$ cat config.mk
export PLATFORM = sky130hd
export DESIGN_NAME = audio_zero_mute
export DESIGN_NICKNAME = d
export VERILOG_FILES = /design/src/rtl/azm_pkg.sv /design/src/rtl/azm_zero_run.sv /design/src/rtl/azm_gain_ramp.sv /design/src/rtl/azm_scaler.sv /design/src/rtl/audio_zero_mute.sv
export SDC_FILE = /design/constraint.sdc
export NUM_CORES = 1
export LEC_CHECK = 0
export ABC_AREA = 0
export BUFFER_PORTS_ARGS = -buffer_cell sky130_fd_sc_hd__buf_4
export CORE_AREA = 8 8 187 189
export DETAILED_ROUTE_END_ITERATION = 8
export DIE_AREA = 0 0 195 197
export HOLD_SLACK_MARGIN = 0.02
export MAX_ROUTING_LAYER = met4
export PLACE_DENSITY = 0.83
export SYNTH_ARGS = -nofsm -noshare
export SYNTH_HDL_FRONTEND = slang
export SYNTH_SLANG_ARGS = --single-unit
$ cat constraint.sdc
create_clock -name clk -period 15.11 [get_ports clk]
set_input_delay 1.511 -clock clk [delete_from_list [all_inputs] [get_ports clk]]
set_output_delay 1.511 -clock clk [all_outputs]
set_load 0.05 [all_outputs]
$ cat src/rtl/azm_pkg.sv
package azm_pkg;

   typedef enum logic [1:0] {
      RAMP_HOLD = 2'd0,
      RAMP_DOWN = 2'd1,
      RAMP_UP   = 2'd2
   } ramp_dir_e;

   function automatic ramp_dir_e ramp_pick(input logic mute_req,
                                           input logic at_floor,
                                           input logic at_top);
      if (mute_req) return at_floor ? RAMP_HOLD : RAMP_DOWN;
      return at_top ? RAMP_HOLD : RAMP_UP;
   endfunction

endpackage

$ cat src/rtl/azm_zero_run.sv
module azm_zero_run #(
   parameter int unsigned RUN_LEN = 65536
) (
   input  logic clk,
   input  logic rst_n,
   input  logic tick,
   input  logic bit_in,
   output logic zero_det
);
   localparam int unsigned CW = $clog2(RUN_LEN + 1);
   localparam logic [CW-1:0] LIMIT = CW'(RUN_LEN);

   generate
      if (RUN_LEN < 1) begin : g_bad_len
         $error("azm_zero_run: RUN_LEN must be at least 1");
      end
   endgenerate

   logic [CW-1:0] run_q;

   always_ff @(posedge clk or negedge rst_n) begin
      if (!rst_n) begin
         run_q <= '0;
      end else if (tick) begin
         if (bit_in)              run_q <= '0;
         else if (run_q != LIMIT) run_q <= run_q + 1'b1;
      end
   end

   assign zero_det = (run_q == LIMIT);

endmodule

$ cat src/rtl/azm_gain_ramp.sv
module azm_gain_ramp
   import azm_pkg::*;
#(
   parameter int unsigned GAIN_BITS = 8
) (
   input  logic                 clk,
   input  logic                 rst_n,
   input  logic                 step,
   input  logic                 mute_req,
   output logic [GAIN_BITS:0]   gain
);
   localparam int unsigned GW = GAIN_BITS + 1;
   localparam logic [GW-1:0] FULL = GW'(1) << GAIN_BITS;

   generate
      if (GAIN_BITS < 1 || GAIN_BITS > 16) begin : g_bad_gain
         $error("azm_gain_ramp: GAIN_BITS must lie in 1..16");
      end
   endgenerate

   logic [GW-1:0] gain_q;
   ramp_dir_e     dir;

   always_comb dir = ramp_pick(mute_req, gain_q == '0, gain_q == FULL);

   always_ff @(posedge clk or negedge rst_n) begin
      if (!rst_n) begin
         gain_q <= FULL;
      end else if (step) begin
         unique case (dir)
            RAMP_DOWN: gain_q <= gain_q - 1'b1;
            RAMP_UP:   gain_q <= gain_q + 1'b1;
            default:   gain_q <= gain_q;
         endcase
      end
   end

   assign gain = gain_q;

endmodule

$ cat src/rtl/azm_scaler.sv
module azm_scaler #(
   parameter int unsigned SAMPLE_W  = 24,
   parameter int unsigned GAIN_BITS = 8,
   parameter bit          ROUND_PRODUCT = 1'b0
) (
   input  logic signed [SAMPLE_W-1:0] din,
   input  logic        [GAIN_BITS:0]  gain,
   input  logic                       force_mid,
   output logic signed [SAMPLE_W-1:0] dout
);
   localparam int unsigned PW = SAMPLE_W + GAIN_BITS + 2;

   generate
      if (SAMPLE_W < 2) begin : g_bad_w
         $error("azm_scaler: SAMPLE_W must be at least 2");
      end
   endgenerate

   logic signed [PW-1:0] prod;
   logic signed [PW-1:0] adj;

   assign prod = $signed(din) * $signed({1'b0, gain});

   generate
      if (ROUND_PRODUCT) begin : g_round
         assign adj = prod + (PW'(1) <<< (GAIN_BITS - 1));
      end else begin : g_floor
         assign adj = prod;
      end
   endgenerate

   assign dout = force_mid ? '0 : SAMPLE_W'(adj >>> GAIN_BITS);

endmodule

$ cat src/rtl/audio_zero_mute.sv
module audio_zero_mute #(
   parameter int unsigned SAMPLE_W      = 24,
   parameter int unsigned GAIN_BITS     = 8,
   parameter int unsigned ZERO_RUN      = 65536,
   parameter bit          ROUND_PRODUCT = 1'b0
) (
   input  logic                       clk,
   input  logic                       rst_n,
   input  logic                       bck_tick,
   input  logic                       sdata_bit,
   input  logic                       smp_valid,
   input  logic signed [SAMPLE_W-1:0] smp_left,
   input  logic signed [SAMPLE_W-1:0] smp_right,
   input  logic                       ctl_mute,
   input  logic                       ctl_ope,
   input  logic                       ctl_izd_en,
   output logic                       out_valid,
   output logic signed [SAMPLE_W-1:0] out_left,
   output logic signed [SAMPLE_W-1:0] out_right,
   output logic                       mod_connected
);
   localparam int unsigned NUM_CH = 2;

   logic               zero_det;
   logic               force_mid;
   logic [GAIN_BITS:0] gain_q;

   logic signed [SAMPLE_W-1:0] ch_in     [NUM_CH];
   logic signed [SAMPLE_W-1:0] ch_scaled [NUM_CH];
   logic signed [SAMPLE_W-1:0] ch_q      [NUM_CH];

   azm_zero_run #(.RUN_LEN(ZERO_RUN)) u_run (
      .clk      (clk),
      .rst_n    (rst_n),
      .tick     (bck_tick),
      .bit_in   (sdata_bit),
      .zero_det (zero_det)
   );

   azm_gain_ramp #(.GAIN_BITS(GAIN_BITS)) u_ramp (
      .clk      (clk),
      .rst_n    (rst_n),
      .step     (smp_valid),
      .mute_req (ctl_mute),
      .gain     (gain_q)
   );

   // operation-enable wins over the detector; reset is handled by the flops
   assign force_mid     = ctl_ope | (ctl_izd_en & zero_det);
   assign mod_connected = rst_n & ~force_mid;

   assign ch_in[0] = smp_left;
   assign ch_in[1] = smp_right;

   genvar ch;
   generate
      for (ch = 0; ch < NUM_CH; ch++) begin : g_ch
         azm_scaler #(
            .SAMPLE_W      (SAMPLE_W),
            .GAIN_BITS     (GAIN_BITS),
            .ROUND_PRODUCT (ROUND_PRODUCT)
         ) u_scale (
            .din       (ch_in[ch]),
            .gain      (gain_q),
            .force_mid (force_mid),
            .dout      (ch_scaled[ch])
         );

         always_ff @(posedge clk or negedge rst_n) begin
            if (!rst_n)         ch_q[ch] <= '0;
            else if (smp_valid) ch_q[ch] <= ch_scaled[ch];
         end
      end
   endgenerate

   always_ff @(posedge clk or negedge rst_n) begin
      if (!rst_n) out_valid <= 1'b0;
      else        out_valid <= smp_valid;
   end

   assign out_left  = ch_q[0];
   assign out_right = ch_q[1];

endmodule

-- Word-level counts from Yosys, hierarchy flattened
Cells that the tools add are included.
- bits in registers: 75
- logic and storage cells: 34
- add/subtract/negate cells: 3
- multiply operators: 2
- equality and inequality tests: 5
- mux-type cells: 10
- bitwise gates (word level): 4
- reductions and logical operators: 5
- operators by type and width (kind ; number):
    24-bit by 10-bit multiplier with 32-bit output ; 2
    24-bit 2-to-1 mux ; 2
    17-bit 2-to-1 mux ; 2
    9-bit one-hot mux with 2 select lines ; 1
    17-bit by 1-bit adder with 17-bit output (second input constant) ; 1
    17-bit equality test (second input constant) ; 1
    17-bit inequality test (second input constant) ; 1
    9-bit by 1-bit adder with 9-bit output (second input constant) ; 1
    9-bit equality test (second input constant) ; 1
    9-bit logical NOT ; 1
    9-bit by 1-bit subtractor with 9-bit output (second input constant) ; 1
    2-bit 2-to-1 mux ; 3
    2-bit AND reduction ; 2
    2-bit nonzero test ; 2
    1-bit bitwise AND ; 2
    2-bit by 1-bit equality test with 1-bit output (second input constant) ; 1
    2-bit equality test (second input constant) ; 1
    1-bit 2-to-1 mux ; 2
    1-bit inverter ; 1
    1-bit OR ; 1

-- Logic depth before layout (Yosys ltp)
Gate-level depths: netlist of the first run.
- word-level depth: 7
- gate-level depth with buffers: 23
- gate-level depth less buffers: 20

-- Cells and area by module
Synthesis of the first run repeated with hierarchy kept, for this count alone.
- cells, all modules: 1960
- area, all modules: 18106.1 sq um
- by module, submodules not included (module ; times used ; cells an instance ; area an instance (sq um)):
    azm_scaler (g_ch[0].u_scale) ; 1 ; 855 ; 7328.3
    azm_scaler (g_ch[1].u_scale) ; 1 ; 799 ; 7014.2
    audio_zero_mute ; 1 ; 105 ; 1900.6
    azm_zero_run ; 1 ; 113 ; 1098.6
    azm_gain_ramp ; 1 ; 88 ; 764.5

-- Least setup slack after synthesis of the first run
OpenSTA, ideal clock, no wires.
- path kind: input to register
- start: input smp_left[8]
- end: register ch_q (netlist bit out_left[16])
- setup time: 101 ps
- arrival time: 6362 ps
- required time: 15009 ps
- slack: 8648 ps
- stages on the path: 19
- buffers on the path: 1
- cell sequence: buf_1 -> nand2_1 -> fa_1 -> inv_1 -> fa_1 -> fa_1 -> fa_1 -> inv_1 -> fa_1 -> inv_1 -> ha_1 -> a21o_2 -> and2_2 -> a2111o_1 -> o221ai_2 -> a21boi_2 -> o21a_1 -> o21a_1 -> o32ai_1
- word-level cells in the longest chain between the ends: 2
- RTL lines (element ; line ; text):
    from (decl) ; audio_zero_mute.sv:12 ; input logic signed [SAMPLE_W-1:0] smp_left,
    24-bit by 10-bit multiplier with 32-bit output ; azm_scaler.sv:22 ; assign prod = $signed(din) * $signed({1'b0, gain});
    24-bit 2-to-1 mux ; azm_scaler.sv:32 ; assign dout = force_mid ? '0 : SAMPLE_W'(adj >>> GAIN_BITS);
    to (signal, indexed assignment) ; audio_zero_mute.sv:71 ; else if (smp_valid) ch_q[ch] <= ch_scaled[ch];
    to (decl) ; audio_zero_mute.sv:30 ; logic signed [SAMPLE_W-1:0] ch_q [NUM_CH];
No other way between the ends.
A chain may end at the register's enable or synchronous reset.

-- Worst setup path in the final report of the first run
- start: register u_ramp.gain_q[4] (netlist: u_ramp.gain[4])
- end: register ch_q (netlist bit out_right[21])
- word-level cells in the longest chain between the ends: 2
- RTL lines (element ; line ; text):
    from (decl) ; azm_gain_ramp.sv:21 ; logic [GW-1:0] gain_q;
    from (signal assigned) ; azm_gain_ramp.sv:31 ; RAMP_DOWN: gain_q <= gain_q - 1'b1;
    from (signal assigned) ; azm_gain_ramp.sv:32 ; RAMP_UP: gain_q <= gain_q + 1'b1;
    from (signal assigned) ; azm_gain_ramp.sv:33 ; default: gain_q <= gain_q;
    24-bit by 10-bit multiplier with 32-bit output ; azm_scaler.sv:22 ;
    24-bit 2-to-1 mux ; azm_scaler.sv:32 ;
No other way between the ends.

==> results of run 1 <==
==> through the flow <==
stage               hold slack, ps  cells  area (um2)  util [%]
floorplan                      485   1895       17400         -
global placement               471   2338       18400      57.4
detailed placement             477   2338       18400      57.4
CTS                            491   2354       18700      58.4
global route                   511   2354       18700      58.4
finish                         485   2354       18700      58.4
==> cells in the mapped netlist, drive strengths merged (3+ instances only) <==
cell / instances / share of area (%)
nand2b: 4 / 0.14
ha: 142 / 10
dfrtp: 74 / 11
nor2b: 11 / 0.40
nand2: 232 / 5.0
buf: 17 / 0.37
o21a: 6 / 0.26
and2: 225 / 8.1
o221ai: 3 / 0.19
a211o: 3 / 0.16
a21boi: 3 / 0.15
xnor2: 47 / 2.4
nor3b: 4 / 0.17
o31a: 3 / 0.15
o21bai: 8 / 0.35
or4: 3 / 0.15
or3: 4 / 0.15
nor4: 7 / 0.25
a211oi: 4 / 0.17
nor3: 10 / 0.29
and4: 6 / 0.30
fa: 341 / 39
a21oi: 41 / 1.2
inv: 397 / 8.6
nand3: 20 / 0.58
and3: 4 / 0.14
a31oi: 8 / 0.29
nand4: 7 / 0.25
a21o: 26 / 1.1
clkbuf: 65 / 1.6
a2111o: 3 / 0.19
a31o: 6 / 0.30
nor2: 42 / 0.91
o32ai: 8 / 0.40
o2bb2ai: 28 / 1.4
o21ai: 35 / 1.0
xor2: 23 / 1.2
==> worst paths after layout <==
kind                                      from            end  slack, ps
worst min register to register     out_left[3]    out_left[3]        490
worst max register to register  u_ramp.gain[4]  out_right[21]       8260
worst max-delay path            u_ramp.gain[4]  out_right[21]       8260
min in group asynchronous                rst_n    out_left[8]       1010
worst min-delay path               out_left[3]    out_left[3]        490
max in group asynchronous                rst_n  out_right[14]      12940
==> kinds of logic (layout without fill, tap and decap cells) <==
family,count (synthesis),count (layout)
AO/OA/AOI/OAI,201,201
XOR/XNOR,70,70
adder cells (fa/ha/maj),483,483
buffers and inverters,480,531
flip-flops,75,75
multiplexers,3,3
AND/OR/NAND/NOR,583,583
==> cell type report <==
cell class,count,area share [%]
clock buffer,11,1.30
inverter,398,7.99
timing repair buffer,117,4.70
tap,408,2.73
sequential,75,10.0
multi-input combinational,1340,72.9
clock inverter,5,0.328
==> layer usage <==
metal / vias to the layer above / wire, um
met3: 63 / 3300
met2: 501 / 20600
met5: - / 0
met1: 6667 / 17200
met4: 0 / 758
li1: 5886 / -
==> registers in the layout, indices dropped and copies added (netlist names) <==
signal	flops
out_left	24
out_right	24
u_run.run_q	17
u_ramp.gain	9
out_valid	1
==> flow_metrics.py, run 1 <==
metrics = {
    "global_route": {
        "grt_pass1_wl_um": 72700,
        "overflow": 0,
        "grt_usage_pct": 23.9,
        "busiest_layer": "met2",
        "grt_use_met3_pct": 4.98,
        "grt_util_met1_pct": 29.5,
        "grt_pass1_vias": 14641,
        "grt_max_degree": 67,
        "grtUsageMet2_pct": 40.0,
        "grt_antenna_before_repair": 0,
    },
    "die": {
        "rows": 66,
        "start_util_pct": 54.2,
        "die_height_um": 197,
        "core_area_um2": 32000,
        "die-area_um2": 38400,
        "io_pins": 106,
        "die_w_um": 195,
    },
    "place": {
        "routabilityCongestion": 0.943,
        "portBuffers": 105,
        "hpwl_um": 33200,
        "post-place-ws_ps": 8090,
    },
    "sta": {
        "finalMaxSlewViolations": 0,
        "finalCritPeriodShare_pct": 45.3,
        "fin_tns_setup_ps": 0,
        "clock_skew_ps": 7.90,
        "setup_viol": 0,
        "slew_headroom_pct": 29.5,
        "timing.final.hold_violations": 0,
        "setup_slack_ps": 8260,
        "fmax_mhz": 146,
        "rsz0062_at_grt": "false",
        "tightestPinTransition_ps": 1060,
        "period_needed_ps": 6850,
    },
    "critical_path": {
        "cp.arrival_ps": 7080,
        "path_common_cell": "fa_1",
        "crit_chain": "buf_4 -> nand2_1 -> fa_1 -> inv_1 -> fa_1 -> fa_1 -> fa_1 -> inv_1 -> fa_1 -> inv_1 -> ha_1 -> nand4_1 -> o21ai_0 -> nor2_1 -> a211oi_1 -> o21ai_1 -> a21boi_0 -> o21ai_0 -> a41o_1",
        "worst_setup_path_end_kind": "register",
        "crit_buf_inv": 4,
        "path_depth": 19,
        "r2r_cells": 19,
        "crit_slowest_cell": "dfrtp_1",
        "crit_family": "adder cells",
        "required_ps": 15350,
        "crit_path_max_fanout": 29,
        "start_kind": "register",
        "critical_path_class": "reg -> reg",
        "cp_slowest_stage_delay_ps": 940,
    },
    "finish": {
        "diodes": 0,
        "final_nets": 2480,
        "fill_cells": 2657,
        "final_common_cell": "inv_1",
        "multi_input_area_um2": 13600,
        "layout-drive-gt1-share_pct": 7.91,
        "area_growth_syn_to_layout_pct": 7.81,
        "register_area_um2": 1880,
        "mostFrequentLayoutCells": "inv_1, fa_1, nand2_1",
    },
    "synth": {
        "muxShareOfSynthArea_pct": 0.187,
        "ys_seq_area_share_pct": 10.8,
        "async_reset_ff_share_pct": 100,
        "synth_compound_area_share_pct": 8.23,
        "synthesis.nets": 2434,
        "synth_top_family_by_area": "adder cells",
        "syn_area_per_cell_um2": 9.16,
        "synth_seq_cells": 75,
        "syn_area_um2": 17400,
        "synth_edf_count": 0,
        "synthFlopType": "dfrtp_1",
        "synthCells": 1895,
        "synth_cell_types": 67,
        "synth_fa_ha_area_share_pct": 49.6,
        "synth-xor-area-share_pct": 3.53,
        "yosysWarningCount": 0,
        "yosys.area_share.simple_pct": 17.1,
    },
    "cts": {
        "postCtsSetupBuffers": 0,
        "postCtsHoldBufs": 0,
        "root_buffer": "clkbuf_16",
        "cts_tree": "built",
        "cts_resized": 0,
        "cts_sinks": 75,
        "cts_buffer_depth": 2,
        "clkSlewWorstSetupHoldPaths_ps": 60,
        "insertion_delay_ps": 350,
        "numCtsBuffers": 9,
        "cts_htree_levels": 3,
    },
    "hold_path": {
        "whs_path_depth": 1,
        "hold_class": "reg -> reg",
    },
    "route": {
        "routed_wl_um": 41900,
        "post-route-drc-count": 0,
        "drt_iter0_drc": 893,
        "viasPerCell": 5.57,
        "dr_total_vias": 13117,
        "ant_nets": 0,
        "post_drt_wl_per_cell_um": 17.8,
        "firstDrtPassIters": 7,
    },
    "run_status": {
        "outcome": "finished, final reports clean",
    },
    "flow_run": {
        "max-cap-violations": 0,
    },
}
Power of run 1 is left out: the tool's default activity adds up to more than one toggle a clock period on the data nets, which glitch-free logic cannot reach.
==> run 2: changes to the inputs <==
==> constraint.sdc (replaced) <==
create_clock -name clk -period 6.83 [get_ports clk]
set_input_delay 0.683 -clock clk [delete_from_list [all_inputs] [get_ports clk]]
set_output_delay 0.683 -clock clk [all_outputs]
set_load 0.05 [all_outputs]
==> flow_metrics.py, run 2 (synthesized netlist as in run 1, its figures left out) <==
metrics = {
    "critical_path": {
        "reg2reg_slack_ps": 660,
        "worst_setup_path_end_kind": "register",
        "crit_path_max_fanout": 39,
        "cp.arrival_ps": 6450,
        "critical_path_class": "reg -> reg",
        "required_ps": 7100,
        "r2r-end": "out_right[19]",
        "r2r_cells": 19,
        "start_kind": "register",
        "r2r_start": "u_ramp.gain[5]",
    },
    "cts": {
        "insertion_delay_ps": 380,
        "cts_buffer_depth": 2,
        "cts_tree": "built",
        "clkSlewWorstSetupHoldPaths_ps": 80,
        "root_buffer": "clkbuf_16",
        "postCtsSetupBuffers": 0,
        "cts_htree_levels": 3,
        "cts_sinks": 75,
        "numCtsBuffers": 9,
    },
    "finish": {
        "area_growth_syn_to_layout_pct": 8.34,
        "layout-drive-gt1-share_pct": 8.35,
        "register_area_um2": 1880,
        "mostFrequentLayoutCells": "inv_1, fa_1, nand2_1",
        "final_common_cell": "inv_1",
        "diodes": 0,
        "fill_cells": 2688,
        "final_nets": 2487,
        "multi_input_area_um2": 13600,
    },
    "route": {
        "firstDrtPassIters": 5,
        "routed_wl_um": 42100,
        "ant_nets": 0,
        "post-route-drc-count": 0,
        "post_drt_wl_per_cell_um": 17.8,
        "dr_total_vias": 13106,
        "drt_iter0_drc": 781,
        "viasPerCell": 5.55,
    },
    "global_route": {
        "grt_pass1_wl_um": 72500,
        "grt_max_degree": 43,
        "grt_antenna_before_repair": 0,
        "grt_pass1_vias": 14836,
        "overflow": 0,
        "grt_usage_pct": 24.0,
    },
    "die": {
        "die-area_um2": 38400,
        "io_pins": 106,
        "die_height_um": 197,
        "core_area_um2": 32000,
        "die_w_um": 195,
        "rows": 66,
        "start_util_pct": 54.2,
    },
    "sta": {
        "rsz0062_at_grt": "false",
        "period_needed_ps": 6170,
        "finalCritPeriodShare_pct": 90.4,
        "setup_viol": 0,
        "tightestPinTransition_ps": 765,
        "clock_skew_ps": 15.9,
        "timing.final.hold_violations": 0,
        "fin_tns_setup_ps": 0,
        "slew_headroom_pct": 49.0,
        "finalMaxSlewViolations": 0,
        "fmax_mhz": 162,
    },
    "hold_path": {
        "hold_class": "in -> async",
    },
    "place": {
        "routabilityCongestion": 0.911,
        "hpwl_um": 33700,
        "portBuffers": 105,
    },
    "flow_run": {
        "max-cap-violations": 0,
    },
    "run_status": {
        "outcome": "finished, final reports clean",
    },
}
-- run 2: cell count changes in the layout (fill, tap and decap cells not counted), sizes merged --
cell / change
bufinv: -1
clkinvlp: -3
clkinv: +2
buf: +7
clkbuf: -2
inv: +4
-- run 2: routing by layer --
layer / share of wire [%] / wire length, um / GRT usage (%)
met1: 40 / 16900 / 28.9
met2: 50 / 20900 / 40.0
met3: 7.7 / 3220 / 5.19
met4: 2.5 / 1040 / 7.94
met5: 0 / 0 / -
-- run 2: worst max-delay path by stage --
stage	start	to	slack [ps]
6_report	u_ramp.gain[5]	out_right[19]	660
5_1_grt	u_ramp.gain[5]	out_right[21]	250
4_1_cts	u_ramp.gain[4]	out_right[21]	410
3_5_place_dp	u_ramp.gain[4]	out_right[21]	440
3_3_place_gp	u_ramp.gain[4]	out_right[21]	610
2_1_floorplan	u_ramp.gain[2]	out_right[21]	1100
-- run 2: timing repair --
action	in CTS	in global routing
gates resized for setup	0	1
setup endpoints to repair	0	1
hold buffers	0	0
-- run 2: metrics by stage --
step           setup WS, ps  instance area [um2]  util, %  hold WS, ps  std cells
3_5_place_dp            437                18500     57.7          475       2345
3_3_place_gp            607                18500     57.7          470       2345
2_1_floorplan          1100                17400        -          387       1895
4_1_cts                 410                18800     58.7          298       2361
5_1_grt                 254                18800     58.7          332       2361
6_report                656                18800     58.7          301       2361
-- run 2: final cells by class --
class	instances	share of cell area [%]
Clock buffer	9	1.20
Timing Repair Buffer	124	5.15
Clock inverter	7	0.419
Multi-Input combinational cell	1340	72.6
Sequential cell	75	10.0
Inverter	398	7.95
Tap cell	408	2.72
-- run 2: worst max-delay path, stage by stage (launching register included) --
cell	delay, ps
dfrtp_1	620
buf_12	270
nand2_1	110
fa_1	510
inv_1	50
fa_1	540
fa_1	430
fa_1	500
inv_1	50
fa_1	480
inv_1	50
ha_1	370
nand4_1	160
o21ai_0	430
nor2_1	140
a211oi_1	510
o21ai_0	240
a31oi_1	240
xor2_1	90
a31o_2	250
Power of run 2 is left out for the same reason.
